### src/rtl/iso_cyc_pkg.sv
package iso_cyc_pkg;
  localparam int DEF_PERIOD_CLKS    = 3072;
  localparam int DEF_CYCLES_PER_SEC = 8000;
endpackage

### src/rtl/iso_period_timer.sv
module iso_period_timer #(
  parameter int PERIOD_CLKS = 3072
) (
  input  logic clk,
  input  logic rst,
  input  logic root_en,
  input  logic bus_busy,
  output logic tx_req
);
  localparam int CW = (PERIOD_CLKS > 2) ? $clog2(PERIOD_CLKS) : 1;
  localparam logic [CW-1:0] LAST = CW'(PERIOD_CLKS - 1);

  logic [CW-1:0] tmr;
  logic          expire;

  assign expire = root_en && (tmr == LAST);

  // The timer wraps on its own schedule; the request state never feeds back
  always_ff @(posedge clk) begin
    if (rst || !root_en) begin
      tmr <= '0;
    end else if (tmr == LAST) begin
      tmr <= '0;
    end else begin
      tmr <= tmr + 1'b1;
    end
  end

  always_ff @(posedge clk) begin
    if (rst || !root_en) begin
      tx_req <= 1'b0;
    end else if (expire) begin
      tx_req <= 1'b1;
    end else if (tx_req && !bus_busy) begin
      tx_req <= 1'b0;
    end
  end


  root_off_chk: assert property (@(posedge clk) disable iff (rst)
    !root_en |=> !tx_req);


  busy_hold_chk: assert property (@(posedge clk) disable iff (rst)
    (root_en && tx_req && bus_busy) |=> tx_req);


  idle_release_chk: assert property (@(posedge clk) disable iff (rst)
    (tx_req && !bus_busy && !expire) |=> !tx_req);
endmodule

### src/rtl/iso_sync_pulse.sv
module iso_sync_pulse (
  input  logic clk,
  input  logic rst,
  input  logic cs_detect,
  output logic cyc_sync,
  output logic start_seen
);
  logic det_q;

  assign start_seen = cs_detect && !det_q;

  always_ff @(posedge clk) begin
    if (rst) begin
      det_q    <= 1'b0;
      cyc_sync <= 1'b0;
    end else begin
      det_q    <= cs_detect;
      cyc_sync <= start_seen;
    end
  end


  single_pulse_chk: assert property (@(posedge clk) disable iff (rst)
    cyc_sync |=> !cyc_sync);
endmodule

### src/rtl/iso_cycle_counter.sv
module iso_cycle_counter #(
  parameter int WRAP = 8000,
  localparam int W = $clog2(WRAP)
) (
  input  logic         clk,
  input  logic         rst,
  input  logic         advance,
  output logic [W-1:0] count
);
  localparam logic [W-1:0] TOP = W'(WRAP - 1);

  always_ff @(posedge clk) begin
    if (rst) begin
      count <= '0;
    end else if (advance) begin
      count <= (count == TOP) ? '0 : count + 1'b1;
    end
  end


  hold_when_idle_chk: assert property (@(posedge clk) disable iff (rst)
    !advance |=> $stable(count));


  count_range_chk: assert property (@(posedge clk) disable iff (rst)
    count <= TOP);
endmodule

### src/rtl/iso_cycle_gen.sv
module iso_cycle_gen
  import iso_cyc_pkg::*;
#(
  parameter int PERIOD_CLKS    = DEF_PERIOD_CLKS,
  parameter int CYCLES_PER_SEC = DEF_CYCLES_PER_SEC,
  localparam int CNT_W = $clog2(CYCLES_PER_SEC)
) (
  input  logic             clk,
  input  logic             rst,
  input  logic             root_en,
  input  logic             cs_detect,
  input  logic             bus_busy,
  output logic             tx_req,
  output logic             cyc_sync,
  output logic [CNT_W-1:0] cyc_count
);
  logic start_seen;

  iso_period_timer #(.PERIOD_CLKS(PERIOD_CLKS)) u_timer (
    .clk      (clk),
    .rst      (rst),
    .root_en  (root_en),
    .bus_busy (bus_busy),
    .tx_req   (tx_req)
  );

  iso_sync_pulse u_sync (
    .clk        (clk),
    .rst        (rst),
    .cs_detect  (cs_detect),
    .cyc_sync   (cyc_sync),
    .start_seen (start_seen)
  );

  iso_cycle_counter #(.WRAP(CYCLES_PER_SEC)) u_count (
    .clk     (clk),
    .rst     (rst),
    .advance (start_seen),
    .count   (cyc_count)
  );


  sync_count_align_chk: assert property (@(posedge clk) disable iff (rst)
    cyc_sync |-> (cyc_count != $past(cyc_count)));
endmodule

### config.mk
export PLATFORM = sky130hd
export DESIGN_NAME = iso_cycle_gen
export DESIGN_NICKNAME = d
export VERILOG_FILES = /design/src/rtl/iso_cyc_pkg.sv /design/src/rtl/iso_period_timer.sv /design/src/rtl/iso_sync_pulse.sv /design/src/rtl/iso_cycle_counter.sv /design/src/rtl/iso_cycle_gen.sv
export SDC_FILE = /design/constraint.sdc
export NUM_CORES = 1
export LEC_CHECK = 0
export BUFFER_PORTS_ARGS = -buffer_cell sky130_fd_sc_hd__buf_2
export CAP_MARGIN = 10
export CORE_AREA = 8 8 66 68
export DETAILED_ROUTE_END_ITERATION = 8
export DIE_AREA = 0 0 74 76
export GPL_TIMING_DRIVEN = 0
export PLACE_DENSITY = 0.58
export SYNTH_ARGS = -nofsm -noshare
export SYNTH_HDL_FRONTEND = slang
export SYNTH_SLANG_ARGS = --single-unit
### constraint.sdc
create_clock -name clk -period 2.32 [get_ports clk]
set_input_delay 0.116 -clock clk [delete_from_list [all_inputs] [get_ports clk]]
set_output_delay 0.116 -clock clk [all_outputs]
set_load 0.01 [all_outputs]
==> results of run 1 <==
==> power by group through the flow <==
stage | clock network [mW] | registers (mW) | logic (mW)
6_report | 0.189 | 0.495 | 0.0399
5_1_grt | 0.224 | 0.496 | 0.0455
4_1_cts | 0.204 | 0.495 | 0.0410
3_5_place_dp | 0 | 0.505 | 0.0396
3_3_place_gp | 0 | 0.505 | 0.0392
2_1_floorplan | 0 | 0.506 | 0.0236
==> cells by family after synthesis <==
family / Yosys count / synth area share, %
multiplexers: 1 / 0.831
AND/OR/NAND/NOR: 69 / 29.9
buffers and inverters: 8 / 3.53
AO/OA/AOI/OAI: 2 / 1.14
adder cells (fa/ha/maj): 2 / 2.08
flip-flops: 28 / 46.5
XOR/XNOR: 22 / 16.0
==> layer usage <==
| metal | track usage (%) | up-vias |
|---|---|---|
| met5 | 0 | - |
| met4 | 2.40 | 0 |
| met3 | 3.16 | 2 |
| met2 | 14.5 | 18 |
| met1 | 9.38 | 448 |
| li1 | - | 487 |
==> per-stage QoR <==
stage	std cells	utilization (%)	hold WS, ps	setup slack (ps)	total power [mW]
finish	203	40.5	36.4	616	0.724
global route	203	40.5	12.2	487	0.766
CTS	203	40.5	19.9	588	0.740
detailed placement	199	39.5	351	609	0.545
global placement	199	39.5	346	647	0.544
floorplan	132	-	188	746	0.530
==> cells in the mapped netlist <==
| cell | number |
|---|---|
| sky130_fd_sc_hd__buf_8 | 1 |
| sky130_fd_sc_hd__a31o_2 | 1 |
| sky130_fd_sc_hd__dfxtp_1 | 28 |
| sky130_fd_sc_hd__ha_1 | 2 |
| sky130_fd_sc_hd__xnor2_1 | 17 |
| sky130_fd_sc_hd__nor2b_1 | 3 |
| sky130_fd_sc_hd__nor4_1 | 5 |
| sky130_fd_sc_hd__nand2b_1 | 1 |
| sky130_fd_sc_hd__buf_2 | 1 |
| sky130_fd_sc_hd__nor3_1 | 7 |
| sky130_fd_sc_hd__nand3_2 | 2 |
| sky130_fd_sc_hd__nand2_1 | 5 |
| sky130_fd_sc_hd__or4_4 | 1 |
| sky130_fd_sc_hd__nand4_1 | 4 |
| sky130_fd_sc_hd__a21oi_1 | 1 |
| sky130_fd_sc_hd__inv_1 | 6 |
| sky130_fd_sc_hd__nand2b_4 | 2 |
| sky130_fd_sc_hd__nand4b_1 | 1 |
| sky130_fd_sc_hd__mux2i_1 | 1 |
| sky130_fd_sc_hd__xor2_1 | 5 |
| sky130_fd_sc_hd__and3_1 | 1 |
| sky130_fd_sc_hd__nand3b_1 | 1 |
| sky130_fd_sc_hd__nor2_1 | 29 |
| sky130_fd_sc_hd__nand3_1 | 7 |
==> sequential cells by signal, indices dropped and copies added (netlist names) <==
name             count
u_count.count       13
u_timer.tmr         12
u_sync.cyc_sync      1
u_sync.det_q         1
u_timer.tx_req       1
==> final cells by class <==
type,count,share of cell area [%]
repair buffers,20,7.55
clock buffers,3,1.62
plain buffers,2,1.44
inverters,6,1.62
well taps,48,4.31
flip-flops and latches,28,40.3
multi-input cells,96,43.2
==> how the worst min path moves through the flow <==
stage                   from          endpoint  slack [ps]  cells past startpoint
floorplan                rst   u_sync.cyc_sync         190                      1
global placement         rst  u_count.count[4]         350                      2
detailed placement       rst   u_sync.cyc_sync         350                      2
CTS                 bus_busy    u_timer.tx_req          20                      3
global route        bus_busy    u_timer.tx_req          10                      3
finish              bus_busy    u_timer.tx_req          40                      3
==> worst reg2reg max path, stage by stage (launching register included) <==
cell and delay, ps:
sky130_fd_sc_hd__dfxtp_1 400, sky130_fd_sc_hd__ha_1 210, sky130_fd_sc_hd__nand3_1 140, sky130_fd_sc_hd__or4_4 590, sky130_fd_sc_hd__nand2b_4 100, sky130_fd_sc_hd__buf_8 130
sky130_fd_sc_hd__nor2_1 50
==> timing repair <==
| item | in CTS | in global routing |
|---|---|---|
| hold buffers | 1 | 0 |
| endpoints found under the hold margin | 3 | 0 |
| endpoints found under the setup margin | 0 | 0 |
| resized for setup | 0 | 0 |
==> flow_summary.html, run 1 <==
<table>
<tr><th>Metric</th><th>Value</th></tr>
<tr><th colspan="2">Layout</th></tr>
<tr><td>Most common cell after layout, fill and taps aside</td><td>sky130_fd_sc_hd__nor2_1</td></tr>
<tr><td>Sequential Area</td><td>between 500 and 600 um2</td></tr>
<tr><td>Antenna diode count</td><td>0</td></tr>
<tr><td>Multi-input gate area in the final layout</td><td>around 600 um2</td></tr>
<tr><td>Commonest cells after routing, fill and taps aside</td><td>29 x sky130_fd_sc_hd__nor2_1, 28 x sky130_fd_sc_hd__dfxtp_1, 20 x sky130_fd_sc_hd__buf_2, 17 x sky130_fd_sc_hd__xnor2_1</td></tr>
<tr><td>Growth of design area from synthesis to finish</td><td>15.6%</td></tr>
<tr><td>Number of fill cells</td><td>356</td></tr>
<tr><td>Area of all placed cells without fillers</td><td>between 1000 and 1500 um2</td></tr>
<tr><td>Final net count</td><td>between 150 and 200</td></tr>
<tr><td>Share of post-route cells with drive strength above 1</td><td>roughly a fifth</td></tr>
<tr><th colspan="2">GRT</th></tr>
<tr><td>Wire length of the first global-routing pass</td><td>~4000 um</td></tr>
<tr><td>Antenna violations before repair</td><td>0</td></tr>
<tr><td>Total grt overflow</td><td>0</td></tr>
<tr><td>Largest net degree at the start of global routing</td><td>15</td></tr>
<tr><td>Vias in the first global route</td><td>a little over 900</td></tr>
<tr><td>Overall global routing resource usage</td><td>8.51%</td></tr>
<tr><th colspan="2">Synth</th></tr>
<tr><td>Post-synth top area cell</td><td>sky130_fd_sc_hd__dfxtp_1</td></tr>
<tr><td>Top cell type's share of synthesized area</td><td>between 40% and 50%</td></tr>
<tr><td>Cell area after synthesis</td><td>1200 um2</td></tr>
<tr><td>Part of the Yosys area used for sequential elements</td><td>between 40% and 50%</td></tr>
<tr><td>Number of unique standard cell types used by synthesis</td><td>24</td></tr>
<tr><td>Ranking of synthesized cells by area</td><td>sky130_fd_sc_hd__dfxtp_1 47%, sky130_fd_sc_hd__xnor2_1 12%, sky130_fd_sc_hd__nor2_1 9.0%, sky130_fd_sc_hd__xor2_1 3.6%, sky130_fd_sc_hd__nand3_1 2.9%</td></tr>
<tr><td>Number of warning messages in the yosys log</td><td>0</td></tr>
<tr><td>Synthesized netlist net count</td><td>139</td></tr>
<tr><td>Synth Register Bits</td><td>28</td></tr>
<tr><td>Average instance area after synthesis</td><td>9.13 um2</td></tr>
<tr><td>Post-synthesis instance total</td><td>about 130</td></tr>
<tr><th colspan="2">Setup path</th></tr>
<tr><td>Capture point of the worst reg-to-reg path</td><td>u_timer.tmr[8]</td></tr>
<tr><td>Max incr delay on CP</td><td>approximately 600 ps</td></tr>
<tr><td>Number of buffers and inverters on the critical path</td><td>1</td></tr>
<tr><td>Worst-path cell with the longest stage delay</td><td>sky130_fd_sc_hd__or4_4</td></tr>
<tr><td>CP max FO</td><td>10</td></tr>
<tr><td>Top delay family on crit path</td><td>simple AND/OR/NAND/NOR gates</td></tr>
<tr><td>Type of element capturing the critical path</td><td>register</td></tr>
<tr><td>Worst path depth</td><td>6</td></tr>
<tr><td>Worst reg2reg startpoint</td><td>u_timer.tmr[0]</td></tr>
<tr><td>Element type at the critical path start</td><td>register</td></tr>
<tr><td>Classification of the worst setup path</td><td>register to register</td></tr>
<tr><td>Crit path launch</td><td>u_timer.tmr[0]</td></tr>
<tr><td>Arrival time worst endpoint</td><td>1930 ps</td></tr>
<tr><td>Reg-to-reg setup timing slack</td><td>620 ps</td></tr>
<tr><td>Worst Setup EP</td><td>u_timer.tmr[8]</td></tr>
<tr><td>CP Cell Sequence</td><td>ha_1 -&gt; nand3_1 -&gt; or4_4 -&gt; nand2b_4 -&gt; buf_8 -&gt; nor2_1</td></tr>
<tr><td>Reg2Reg Depth</td><td>6</td></tr>
<tr><td>Worst Path Required</td><td>about 2500 ps</td></tr>
<tr><th colspan="2">Detailed routing</th></tr>
<tr><td>DR iter-0 viols</td><td>33</td></tr>
<tr><td>Mean routed wirelength per cell</td><td>~11 um</td></tr>
<tr><td>Post-Route WL</td><td>2220 um</td></tr>
<tr><td>Detailed-route vias per instance</td><td>~4.7</td></tr>
<tr><td>Number of design rule violations left after detail routing</td><td>0</td></tr>
<tr><td>M1 WL</td><td>between 900 and 1000 um</td></tr>
<tr><td>Met2 Routed Length</td><td>around 1100 um</td></tr>
<tr><td>Met3 wirelength from detailed routing</td><td>between 100 and 150 um</td></tr>
<tr><td>Total via count in the routed design</td><td>955</td></tr>
<tr><td>TritonRoute pass-1 iters</td><td>4</td></tr>
<tr><td>Routed Antenna Nets</td><td>0</td></tr>
<tr><td>Top layer reached by signal wires</td><td>met4</td></tr>
<tr><th colspan="2">STA</th></tr>
<tr><td>Minimum period implied by the final worst setup slack</td><td>1700 ps</td></tr>
<tr><td>Pins over their slew limit</td><td>0</td></tr>
<tr><td>Final setup violation count</td><td>0</td></tr>
<tr><td>RSZ-0062 raised after global routing</td><td>no</td></tr>
<tr><td>Post-route fraction of the period consumed by the critical path</td><td>73.5%</td></tr>
<tr><td>Slew at the pin with the worst max-slew slack</td><td>376 ps</td></tr>
<tr><td>Fin Setup TNS</td><td>0 ps</td></tr>
<tr><td>Achievable frequency</td><td>just under 600 MHz</td></tr>
<tr><td>Final hold vios</td><td>0</td></tr>
<tr><td>Worst rel slew slack</td><td>between 70% and 80%</td></tr>
<tr><td>Post-route clock skew</td><td>about 0.75 ps</td></tr>
<tr><th colspan="2">Die</th></tr>
<tr><td>Number of placement rows</td><td>22</td></tr>
<tr><td>Initial core utilization</td><td>between 30% and 40%</td></tr>
<tr><td>Placeable core region</td><td>between 3000 and 4000 um2</td></tr>
<tr><td>Boundary Pins</td><td>20</td></tr>
<tr><td>Die Area</td><td>5620 um2</td></tr>
<tr><td>Die Wd</td><td>between 70 and 80 um</td></tr>
<tr><td>Vertical die dimension</td><td>~76 um</td></tr>
<tr><th colspan="2">Placement</th></tr>
<tr><td>Final HPWL from detailed placement</td><td>~1800 um</td></tr>
<tr><td>Number of buffer cells added on primary ports</td><td>19</td></tr>
<tr><td>Final RePlAce weighted congestion</td><td>about 0.8</td></tr>
<tr><td>Area after DPL</td><td>between 1000 and 1500 um2</td></tr>
<tr><th colspan="2">Power</th></tr>
<tr><td>Maximum VDD drop</td><td>~0.21 mV</td></tr>
<tr><td>Leakage dissipation</td><td>around 0.5 nW</td></tr>
<tr><td>Switching Share</td><td>between 20% and 30%</td></tr>
<tr><td>Sequential power share</td><td>about 70%</td></tr>
<tr><td>Power per unit of standard cell area</td><td>about 520 nW/um2</td></tr>
<tr><td>Switching power</td><td>about 0.16 mW</td></tr>
<tr><td>Internal power of the cells</td><td>roughly 0.57 mW</td></tr>
<tr><td>Combinational share of power</td><td>roughly 5.5%</td></tr>
<tr><td>Share of power burned in the clock network</td><td>between 20% and 30%</td></tr>
<tr><th colspan="2">Clocking</th></tr>
<tr><td>Num Clock Sinks</td><td>28</td></tr>
<tr><td>Clock tree from TritonCTS</td><td>done</td></tr>
<tr><td>Max Buffers Root-to-Sink</td><td>2</td></tr>
<tr><td>Deepest level of the CTS H-tree</td><td>1</td></tr>
<tr><td>Clock latency reported for the late side of the worst-skew pair</td><td>310 ps</td></tr>
<tr><td>Clock transition time at the flip-flop clock pins of the worst setup and hold paths</td><td>around 140 ps</td></tr>
<tr><td>Number of buffers inserted to repair setup after CTS</td><td>0</td></tr>
<tr><td>Clock Tree Root</td><td>sky130_fd_sc_hd__clkbuf_4</td></tr>
<tr><td>Clock buffer count from CTS</td><td>3</td></tr>
<tr><th colspan="2">Run</th></tr>
<tr><td>Max Cap Viol</td><td>0</td></tr>
<tr><th colspan="2">Hold path</th></tr>
<tr><td>Type of the worst min-delay path</td><td>primary input to register</td></tr>
<tr><th colspan="2">Outcome</th></tr>
<tr><td>Status</td><td>finished clean</td></tr>
</table>
(Power assumes the default switching activity.)
==> run 2, diff against run 1 <==
Clock period 2.32 ns to 1.7 ns, I/O delays scaled along.
==> run 2 against run 1 <==
Against the previous run: total power rose by 37%; cell count up 2.0%; clock power rose by 37%; sequential share of layout area shrank 1.0 points; critical path type unchanged; critical endpoint unchanged.
==> flow_summary.html, run 2 (synthesized netlist as in run 1, its figures left out) <==
<table>
<tr><th>Metric</th><th>Value</th></tr>
<tr><th colspan="2">Layout</th></tr>
<tr><td>Commonest cells after routing, fill and taps aside</td><td>29 x sky130_fd_sc_hd__nor2_1, 26 x sky130_fd_sc_hd__dfxtp_1, 20 x sky130_fd_sc_hd__buf_2, 17 x sky130_fd_sc_hd__xnor2_1, 7 x sky130_fd_sc_hd__nor3_1</td></tr>
<tr><td>Antenna diode count</td><td>0 (unchanged)</td></tr>
<tr><td>Most common cell after layout, fill and taps aside</td><td>sky130_fd_sc_hd__nor2_1</td></tr>
<tr><td>Area of all placed cells without fillers</td><td>1440 um2 (+3.1%)</td></tr>
<tr><td>Number of fill cells</td><td>350 (-1.7%)</td></tr>
<tr><td>Share of post-route cells with drive strength above 1</td><td>23.3% (+3.9 points)</td></tr>
<tr><td>Biggest registers after layout</td><td>u_count.count x13, u_timer.tmr x12</td></tr>
<tr><td>Growth of design area from synthesis to finish</td><td>19.1%</td></tr>
<tr><td>Flip-flop count of the largest register after layout</td><td>13 (unchanged)</td></tr>
<tr><td>Largest Register</td><td>u_count.count</td></tr>
<tr><td>Final net count</td><td>168 (+2.4%)</td></tr>
<tr><th colspan="2">STA</th></tr>
<tr><td>Fin Setup TNS</td><td>0 ps (unchanged)</td></tr>
<tr><td>Final hold slack</td><td>22.1 ps (-14.3 ps)</td></tr>
<tr><td>Achievable frequency</td><td>640 MHz (+9.1%)</td></tr>
<tr><td>Pins over their slew limit</td><td>0 (unchanged)</td></tr>
<tr><td>Slew at the pin with the worst max-slew slack</td><td>374 ps (-2.02 ps)</td></tr>
<tr><td>Post-route fraction of the period consumed by the critical path</td><td>91.9% (+18 points)</td></tr>
<tr><td>Worst rel slew slack</td><td>75.0% (+0.14 points)</td></tr>
<tr><td>RSZ-0062 raised after global routing</td><td>no</td></tr>
<tr><td>Post-route clock skew</td><td>0.574 ps (-0.175 ps)</td></tr>
<tr><td>Minimum period implied by the final worst setup slack</td><td>1560 ps (-142 ps)</td></tr>
<tr><td>Final hold vios</td><td>0 (unchanged)</td></tr>
<tr><td>Final setup violation count</td><td>0 (unchanged)</td></tr>
<tr><th colspan="2">Detailed routing</th></tr>
<tr><td>DR iter-0 viols</td><td>36 (+9.1%)</td></tr>
<tr><td>Mean routed wirelength per cell</td><td>10.8 um (-1.4%)</td></tr>
<tr><td>Number of design rule violations left after detail routing</td><td>0 (unchanged)</td></tr>
<tr><td>Routed Antenna Nets</td><td>0 (unchanged)</td></tr>
<tr><td>Detailed-route vias per instance</td><td>4.63 (-1.5%)</td></tr>
<tr><td>Post-Route WL</td><td>2240 um (+0.54%)</td></tr>
<tr><td>TritonRoute pass-1 iters</td><td>3 (-1)</td></tr>
<tr><td>Total via count in the routed design</td><td>959 (+0.42%)</td></tr>
<tr><th colspan="2">Die</th></tr>
<tr><td>Initial core utilization</td><td>35.0% (unchanged)</td></tr>
<tr><td>Vertical die dimension</td><td>76 um (unchanged)</td></tr>
<tr><td>Die Wd</td><td>74 um (unchanged)</td></tr>
<tr><td>Number of placement rows</td><td>22 (unchanged)</td></tr>
<tr><td>Die Area</td><td>5620 um2 (unchanged)</td></tr>
<tr><td>Placeable core region</td><td>3440 um2 (unchanged)</td></tr>
<tr><td>Boundary Pins</td><td>20 (unchanged)</td></tr>
<tr><th colspan="2">Run</th></tr>
<tr><td>Max Cap Viol</td><td>0 (unchanged)</td></tr>
<tr><th colspan="2">Power</th></tr>
<tr><td>Maximum VDD drop</td><td>0.293 mV (+37%)</td></tr>
<tr><td>Share of power burned in the clock network</td><td>26.0% (-0.2 points)</td></tr>
<tr><td>Internal power of the cells</td><td>0.780 mW (+37%)</td></tr>
<tr><td>Switching power</td><td>0.213 mW (+37%)</td></tr>
<tr><td>Combinational share of power</td><td>6.0% (+0.5 points)</td></tr>
<tr><td>Power per unit of standard cell area</td><td>691 nW/um2 (+33%)</td></tr>
<tr><td>Sequential power share</td><td>68.1% (-0.2 points)</td></tr>
<tr><td>Leakage dissipation</td><td>0.509 nW (+3.2%)</td></tr>
<tr><td>Switching Share</td><td>21.4% (-0.071 points)</td></tr>
<tr><td>Power Total</td><td>0.992 mW (+37%)</td></tr>
<tr><th colspan="2">GRT</th></tr>
<tr><td>Overall global routing resource usage</td><td>8.51% (unchanged)</td></tr>
<tr><td>Antenna violations before repair</td><td>0 (unchanged)</td></tr>
<tr><td>Largest net degree at the start of global routing</td><td>15 (unchanged)</td></tr>
<tr><td>Wire length of the first global-routing pass</td><td>3960 um (unchanged)</td></tr>
<tr><td>Total grt overflow</td><td>0 (unchanged)</td></tr>
<tr><td>Vias in the first global route</td><td>916 (unchanged)</td></tr>
<tr><th colspan="2">Setup path</th></tr>
<tr><td>Worst Path Required</td><td>1920 ps (-620 ps)</td></tr>
<tr><td>Max incr delay on CP</td><td>520 ps (-70 ps)</td></tr>
<tr><td>Element type at the critical path start</td><td>register</td></tr>
<tr><td>Worst-path cell with the longest stage delay</td><td>sky130_fd_sc_hd__or4_4</td></tr>
<tr><td>Top delay family on crit path</td><td>simple AND/OR/NAND/NOR gates</td></tr>
<tr><td>Number of buffers and inverters on the critical path</td><td>1 (unchanged)</td></tr>
<tr><td>CP max FO</td><td>10 (unchanged)</td></tr>
<tr><td>Reg2Reg Depth</td><td>6 (unchanged)</td></tr>
<tr><td>Classification of the worst setup path</td><td>register to register</td></tr>
<tr><td>Type of element capturing the critical path</td><td>register</td></tr>
<tr><td>CP Cell Sequence</td><td>ha_2 -&gt; nand3_2 -&gt; or4_4 -&gt; nand2b_4 -&gt; buf_8 -&gt; nor2_1</td></tr>
<tr><td>Arrival time worst endpoint</td><td>1780 ps (-150 ps)</td></tr>
<tr><td>Worst path depth</td><td>6 (unchanged)</td></tr>
<tr><th colspan="2">Clocking</th></tr>
<tr><td>Clock tree from TritonCTS</td><td>done</td></tr>
<tr><td>Max Buffers Root-to-Sink</td><td>2 (unchanged)</td></tr>
<tr><td>Clock latency reported for the late side of the worst-skew pair</td><td>310 ps (about the same)</td></tr>
<tr><td>Num Clock Sinks</td><td>28 (unchanged)</td></tr>
<tr><td>Clock Tree Root</td><td>sky130_fd_sc_hd__clkbuf_4</td></tr>
<tr><td>Clock transition time at the flip-flop clock pins of the worst setup and hold paths</td><td>130 ps (about the same)</td></tr>
<tr><td>Deepest level of the CTS H-tree</td><td>1 (unchanged)</td></tr>
<tr><td>Clock buffer count from CTS</td><td>3 (unchanged)</td></tr>
<tr><th colspan="2">Placement</th></tr>
<tr><td>Final RePlAce weighted congestion</td><td>0.788 (unchanged)</td></tr>
<tr><td>Final HPWL from detailed placement</td><td>1760 um (unchanged)</td></tr>
<tr><td>Area after DPL</td><td>1360 um2 (unchanged)</td></tr>
<tr><td>Number of buffer cells added on primary ports</td><td>19 (unchanged)</td></tr>
<tr><th colspan="2">Outcome</th></tr>
<tr><td>Status</td><td>finished clean</td></tr>
<tr><th colspan="2">Hold path</th></tr>
<tr><td>Cell count of the worst hold path</td><td>2 (-1)</td></tr>
<tr><td>Type of the worst min-delay path</td><td>primary input to register</td></tr>
</table>
-- run 2: final timing paths --
path                                      from              to  slack (ps)
worst max-delay path            u_timer.tmr[0]  u_timer.tmr[8]         140
worst min-delay path                 cs_detect    u_sync.det_q          20
worst max register to register  u_timer.tmr[0]  u_timer.tmr[8]         140
worst min register to register  u_timer.tx_req  u_timer.tx_req         470
-- run 2: stage by stage --
step	utilization, %	worst slack [ps]	cells
floorplan	-	126	132
global placement	39.5	27.0	199
detailed placement	39.5	-11.3	199
CTS	40.8	4.76	204
global route	41.7	2.07	207
finish	41.7	138	207
-- run 2: layer usage --
| layer | share of wire (%) | track usage [%] | vias to the layer above |
|---|---|---|---|
| met3 | 5.0 | 3.16 | 2 |
| met1 | 45 | 9.38 | 447 |
| met2 | 49 | 14.5 | 14 |
| met4 | 0.54 | 2.40 | 0 |
| li1 | - | - | 496 |
| met5 | 0 | 0 | - |
-- run 2: power by group through the flow --
stage               clock [mW]  sequential [mW]  combinational [mW]
global placement             0            0.689              0.0535
floorplan                    0            0.691              0.0322
global route             0.306            0.678              0.0671
finish                   0.258            0.675              0.0591
detailed placement           0            0.689              0.0540
CTS                      0.278            0.676              0.0577
-- run 2: repair_timing --
action,4_1_cts,5_1_grt
hold buffers,2,0
buffers inserted,0,3
setup endpoints to repair,10,20
pin swaps,0,2
hold endpoints to repair,4,0
resized for setup,1,3
-- run 2: area by class of cell --
cell class | count | area, um2 | share of cell area [%]
flip-flops and latches | 28 | 563 | 39.2
inverters | 6 | 22.5 | 1.57
repair buffers | 24 | 138 | 9.59
plain buffers | 2 | 20.0 | 1.39
clock buffers | 3 | 22.5 | 1.57
well taps | 48 | 60.1 | 4.18
multi-input cells | 96 | 609 | 42.5
